$ cat config.mk
export PLATFORM = sky130hd
export DESIGN_NAME = hdlc_byte_fifo_pair
export DESIGN_NICKNAME = d
export VERILOG_FILES = /design/src/rtl/hdlc_byte_fifo_pair.sv
export SDC_FILE = /design/constraint.sdc
export NUM_CORES = 2
export LEC_CHECK = 0
export BUFFER_PORTS_ARGS = -buffer_cell sky130_fd_sc_hd__buf_2
export CORE_MARGIN = 4
export CORE_UTILIZATION = 25
export CTS_CLUSTER_SIZE = 40
export DETAILED_ROUTE_END_ITERATION = 8
export PLACE_DENSITY = 0.45
export SYNTH_ARGS = -nofsm -noshare
export SYNTH_HDL_FRONTEND = slang
export SYNTH_SLANG_ARGS = --single-unit
$ cat constraint.sdc
create_clock -name clk -period 9.4 [get_ports clk]
set_input_delay 0.47 -clock clk [delete_from_list [all_inputs] [get_ports clk]]
set_output_delay 0.47 -clock clk [all_outputs]
set_load 0.005 [all_outputs]
$ cat src/rtl/hdlc_byte_fifo_pair.sv
module hdlc_byte_fifo_pair #(
  parameter int DEPTH = 256,
  parameter int LEVEL = 16,
  parameter int DW    = 8
) (
  input  logic               clk,
  input  logic               rst,
  input  logic               tx_wr_en,
  input  logic [DW-1:0]      tx_wr_data,
  input  logic               tx_rd_en,
  output logic [DW-1:0]      tx_rd_data,
  output logic               tx_rd_valid,
  output logic [$clog2(DEPTH+1)-1:0] tx_free,
  output logic               tx_ovf,
  output logic               tx_unf,
  input  logic               rx_wr_en,
  input  logic [DW-1:0]      rx_wr_data,
  input  logic               rx_rd_en,
  output logic [DW-1:0]      rx_rd_data,
  output logic               rx_rd_valid,
  output logic               rx_rd_invalid,
  output logic               rx_level
);
  localparam int AW = $clog2(DEPTH);
  localparam int CW = $clog2(DEPTH+1);
  localparam logic [CW-1:0] FULL = CW'(DEPTH);
  localparam logic [AW-1:0] LAST = AW'(DEPTH-1);

  logic [DW-1:0] tx_mem [DEPTH];
  logic [DW-1:0] rx_mem [DEPTH];
  logic [AW-1:0] tx_wp, tx_rp, rx_wp, rx_rp;
  logic [CW-1:0] tx_cnt, rx_cnt;

  wire tx_full  = (tx_cnt == FULL);
  wire tx_empty = (tx_cnt == '0);
  wire rx_full  = (rx_cnt == FULL);
  wire rx_empty = (rx_cnt == '0);

  wire tx_wr_ok = tx_wr_en && !tx_full;
  wire tx_rd_ok = tx_rd_en && !tx_empty;
  wire rx_wr_ok = rx_wr_en && !rx_full;
  wire rx_rd_ok = rx_rd_en && !rx_empty;

  assign tx_free  = FULL - tx_cnt;
  assign rx_level = (rx_cnt >= CW'(LEVEL));

  always_ff @(posedge clk) begin
    if (tx_wr_ok) tx_mem[tx_wp] <= tx_wr_data;
    if (rx_wr_ok) rx_mem[rx_wp] <= rx_wr_data;
  end

  always_ff @(posedge clk) begin
    if (rst) begin
      tx_wp <= '0; tx_rp <= '0; tx_cnt <= '0;
      tx_rd_data <= '0; tx_rd_valid <= 1'b0;
      tx_ovf <= 1'b0; tx_unf <= 1'b0;
    end else begin
      if (tx_wr_ok) tx_wp <= (tx_wp == LAST) ? '0 : tx_wp + 1'b1;
      if (tx_rd_ok) begin
        tx_rp      <= (tx_rp == LAST) ? '0 : tx_rp + 1'b1;
        tx_rd_data <= tx_mem[tx_rp];
      end
      tx_cnt      <= tx_cnt + CW'(tx_wr_ok) - CW'(tx_rd_ok);
      tx_rd_valid <= tx_rd_ok;
      tx_ovf      <= tx_wr_en && tx_full;
      tx_unf      <= tx_rd_en && tx_empty;
    end
  end

  always_ff @(posedge clk) begin
    if (rst) begin
      rx_wp <= '0; rx_rp <= '0; rx_cnt <= '0;
      rx_rd_data <= '0; rx_rd_valid <= 1'b0; rx_rd_invalid <= 1'b0;
    end else begin
      if (rx_wr_ok) rx_wp <= (rx_wp == LAST) ? '0 : rx_wp + 1'b1;
      if (rx_rd_ok) begin
        rx_rp      <= (rx_rp == LAST) ? '0 : rx_rp + 1'b1;
        rx_rd_data <= rx_mem[rx_rp];
      end
      rx_cnt        <= rx_cnt + CW'(rx_wr_ok) - CW'(rx_rd_ok);
      rx_rd_valid   <= rx_rd_ok;
      rx_rd_invalid <= rx_rd_en && rx_empty;
    end
  end
endmodule

==> run metrics <==
status=finished, final reports clean; synthesized area=163000 sq um; drt first pass iters=5; Synth top area share=75.3%; Syn Nets=8081; Rel. slew slack=8.59%; share of post-route cells with drive strength above 1=20.5%; largest area contributor in the netlist=edfxtp_1; clk sinks=4167; slowest stage cell, crit path=clkinv_1; ys flop type=edfxtp_1; total power draw=42.8 mW; endpoints failing hold=0; Adder-Cell Fraction of Synth Area=0.354%; Synth Register Bits=4167; RSZ-0062 raised after global routing=false; Worst EP arrival=5.99 ns; synth top area cells=edfxtp_1 (75%), mux4_2 (12%), mux2i_1 (2.5%); DRC violations left=0; CTS tree=yes; Layout area overhead=14.5%; reg2reg path depth=20; clk_skew=0.0542 ns; Setup crit end=rx_cnt[8]; Final HPWL DP=285000 um; crit path max fanout=19; Max Slew Vio Count=0; crit path from=rx_cnt[7]; Synth Area in Simple Gates=3.15%; Finished Core Util=28.7%; clock insertion delay at the later pin of the skew report=1.02 ns; f_max=0.196 GHz; gr ovfl total=0; Tmin final=5.11 ns; Reg2Reg Setup Slack=4.29 ns; GRT Total Usage=14.0%; static leakage=55.5 nW; die area=667000 sq um; P per Cell Area=229 nW/um^2; maxcap violations=0; Logic pwr share=13.3%; vias in the first global route=83.6k; Post-DRT Antenna Nets=0; endpoint type of the worst setup path=flip-flop; mux contribution to synthesized area=15.4%; post-DR wirelength/cell=28.1 um; critical path class=flip-flop to flip-flop; Non-Filler Cell Area, Final=187000 sq um; Compound-Gate Fraction of Synth Area=2.86%; I/O Pins=53; Pint=32.2 mW; PnR worst setup slack=4.29 ns; Initial DRC Count=8099; synth warn=0; initial antenna violation count=20; Syn Area/Cell=20.4 sq um; Critical Path Start Type=flip-flop; Chip Height=816 um; crit-path cells=inv_1 > ha_1 > or3b_2 > nor2_1 > nand3_1 > nand2_1 > clkinv_1 > ha_1 > inv_1 > ha_1 > inv_1 > fa_1 > nand2b_1 > a21oi_1 > o21ai_0 > a21oi_1 > nor2_1 > o21bai_1 > a21oi_1 > mux2_2; pre-CTS setup slack=4.31 ns; async set-reset flop share out of synthesis=0%; row count=296; Clock Power Share=38.7%; Finished Layout Cells=17.2k; Initial Util=25.1%; sequential share of power=48.1%; Die X=816 um; drt via density=4.69; final WL=483000 um; Sw Pwr=10.7 mW; core area=651000 sq um; worst r2r src=rx_cnt[7]; Final Setup Violations=0; largest family of logic cells by synthesized area=multiplexers; Slew @ Worst Pin=1.34 ns; Num CTS Buffers=423; H-tree levels=5; Layout Nets=8237; CTS Buffer Depth=4; sequential-to-total area share from yosys stat=76.1%; synth unique cells=80; Mapped Cells=8014; EDFF count, synth=4096; CP peak stage delay=0.72 ns; Sw Share=24.9%; Cells after DPL=16.4k; largest net degree at the start of global routing=225; placed cell areas=174000 sq um; Final GP Congestion=0.785; total number of vias=80.5k; worst path required time=10.28 ns; Tcrit/Tclk final=54.4%; first-pass GRT wire length=674000 um; maximum vdd drop=154 uV; setup TNS=0 ns; reg2reg end=rx_cnt[8]; Clock Root Buffer=clkbuf_16; XOR/XNOR Fraction of Synth Area=0.166%; Hold WC Path Type=input port to flip-flop; Hold Slack=0.0757 ns; clk slew on worst S/H paths=0.06 ns; PortBufs=52
-- worst min path at each step --
stage,end,cells after the start,slack [ns],startpoint
floorplan,rx_wp[3],2,0.48,rx_wp[3]
global placement,rx_rd_data[1],2,0.50,rx_rd_data[1]
detailed placement,rx_rd_data[1],2,0.51,rx_rd_data[1]
CTS,tx_mem[162][4],1,0.005,tx_wr_data[4]
global route,tx_mem[161][4],1,0.07,tx_wr_data[4]
finish,tx_mem[167][4],1,0.08,tx_wr_data[4]
-- per-layer routing --
metal	routed length (um)	up-vias	global-route usage (%)	part of all wire, %
met5	13	-	0	0.0027
met4	12200	2	3.39	2.5
met3	27000	636	2.25	5.6
met2	239000	2452	23.8	49
met1	205000	44024	18.8	42
li1	-	33433	-	-
-- power by group through the flow --
stage	Sequential, mW	Clock [mW]	Combinational [mW]
floorplan	20.9	0	3.98
global placement	21.0	0	5.81
detailed placement	21.0	0	5.82
CTS	20.6	16.9	5.85
global route	20.6	17.7	6.08
finish	20.6	16.6	5.68
-- critical path: cells and delay by family (launching register included) --
family	cells	cell delay, ns
AND/OR/NAND/NOR	6	1.39
adder cells (fa/ha/maj)	4	1.34
buffers and inverters	4	1.00
AO/OA/AOI/OAI	5	0.69
flip-flops	1	0.31
multiplexers	1	0.27
-- flip-flops by register name, summed over array words and instances (netlist names) --
| name | count |
|---|---|
| rx_rd_invalid | 1 |
| tx_mem | 2048 |
| rx_rd_data | 8 |
| rx_rp | 8 |
| rx_rd_valid | 1 |
| tx_ovf | 1 |
| tx_cnt | 9 |
| rx_mem | 2048 |
| tx_wp | 8 |
| tx_unf | 1 |
| tx_rd_data | 8 |
| rx_wp | 8 |
| rx_cnt | 9 |
| tx_rd_valid | 1 |
| tx_rp | 8 |
-- cell families (layout without fill, tap and decap cells) --
group / Yosys count / after routing
buffers and inverters: 530 / 1032
xor gates and xnor gates: 31 / 31
AOI/OAI and AO/OA: 691 / 691
adders and majority gates: 45 / 45
and+or+nand+nor: 1206 / 1206
DFF: 4167 / 4167
other: 0 / 5
muxes: 1344 / 1344
-- cells in the final DEF (no fill, tap or decap), types with 35 or more instances in the layout --
master     count
a211oi_1      48
a21oi_1      158
a221oi_1      54
a22oi_1       71
buf_2         35
buf_4        127
clkbuf_1     110
clkbuf_16    428
clkinv_1      97
clkinv_2      63
dfxtp_1       59
edfxtp_1    4096
ha_1          43
inv_1         44
mux2i_1      411
mux4_1        36
mux4_2       893
nand2_1      263
nand3_1       76
nor2_1       627
nor2b_1       40
nor3_1        43
o21ai_0      101
o221ai_1      44
o22ai_1       57
-- cell type report --
type,instances,area [sq um]
multi-input combinational,3317,36200
sequential,4167,124000
clock buffer,542,11200
antenna,5,12.5
tap,8642,10800
inverter,51,204
fill,63673,464000
clock inverter,229,2220
timing repair buffer,210,1890
-- cells in the mapped netlist, types with 57 or more instances --
library cell     n
a21oi_1        158
dfxtp_1         71
o21ai_0        101
buf_2          124
mux4_2         893
buf_6           59
o22ai_1         57
a22oi_1         71
mux2i_1        411
clkbuf_1       182
nor2_1         633
nand3_1        108
edfxtp_1      4096
nand2_1        263
-- what timing repair did --
item,CTS,global route
endpoints found under the hold margin,231,0
resized for setup,0,0
buffers inserted,0,0
hold buffers,10,0
(Power assumes the default switching activity.)
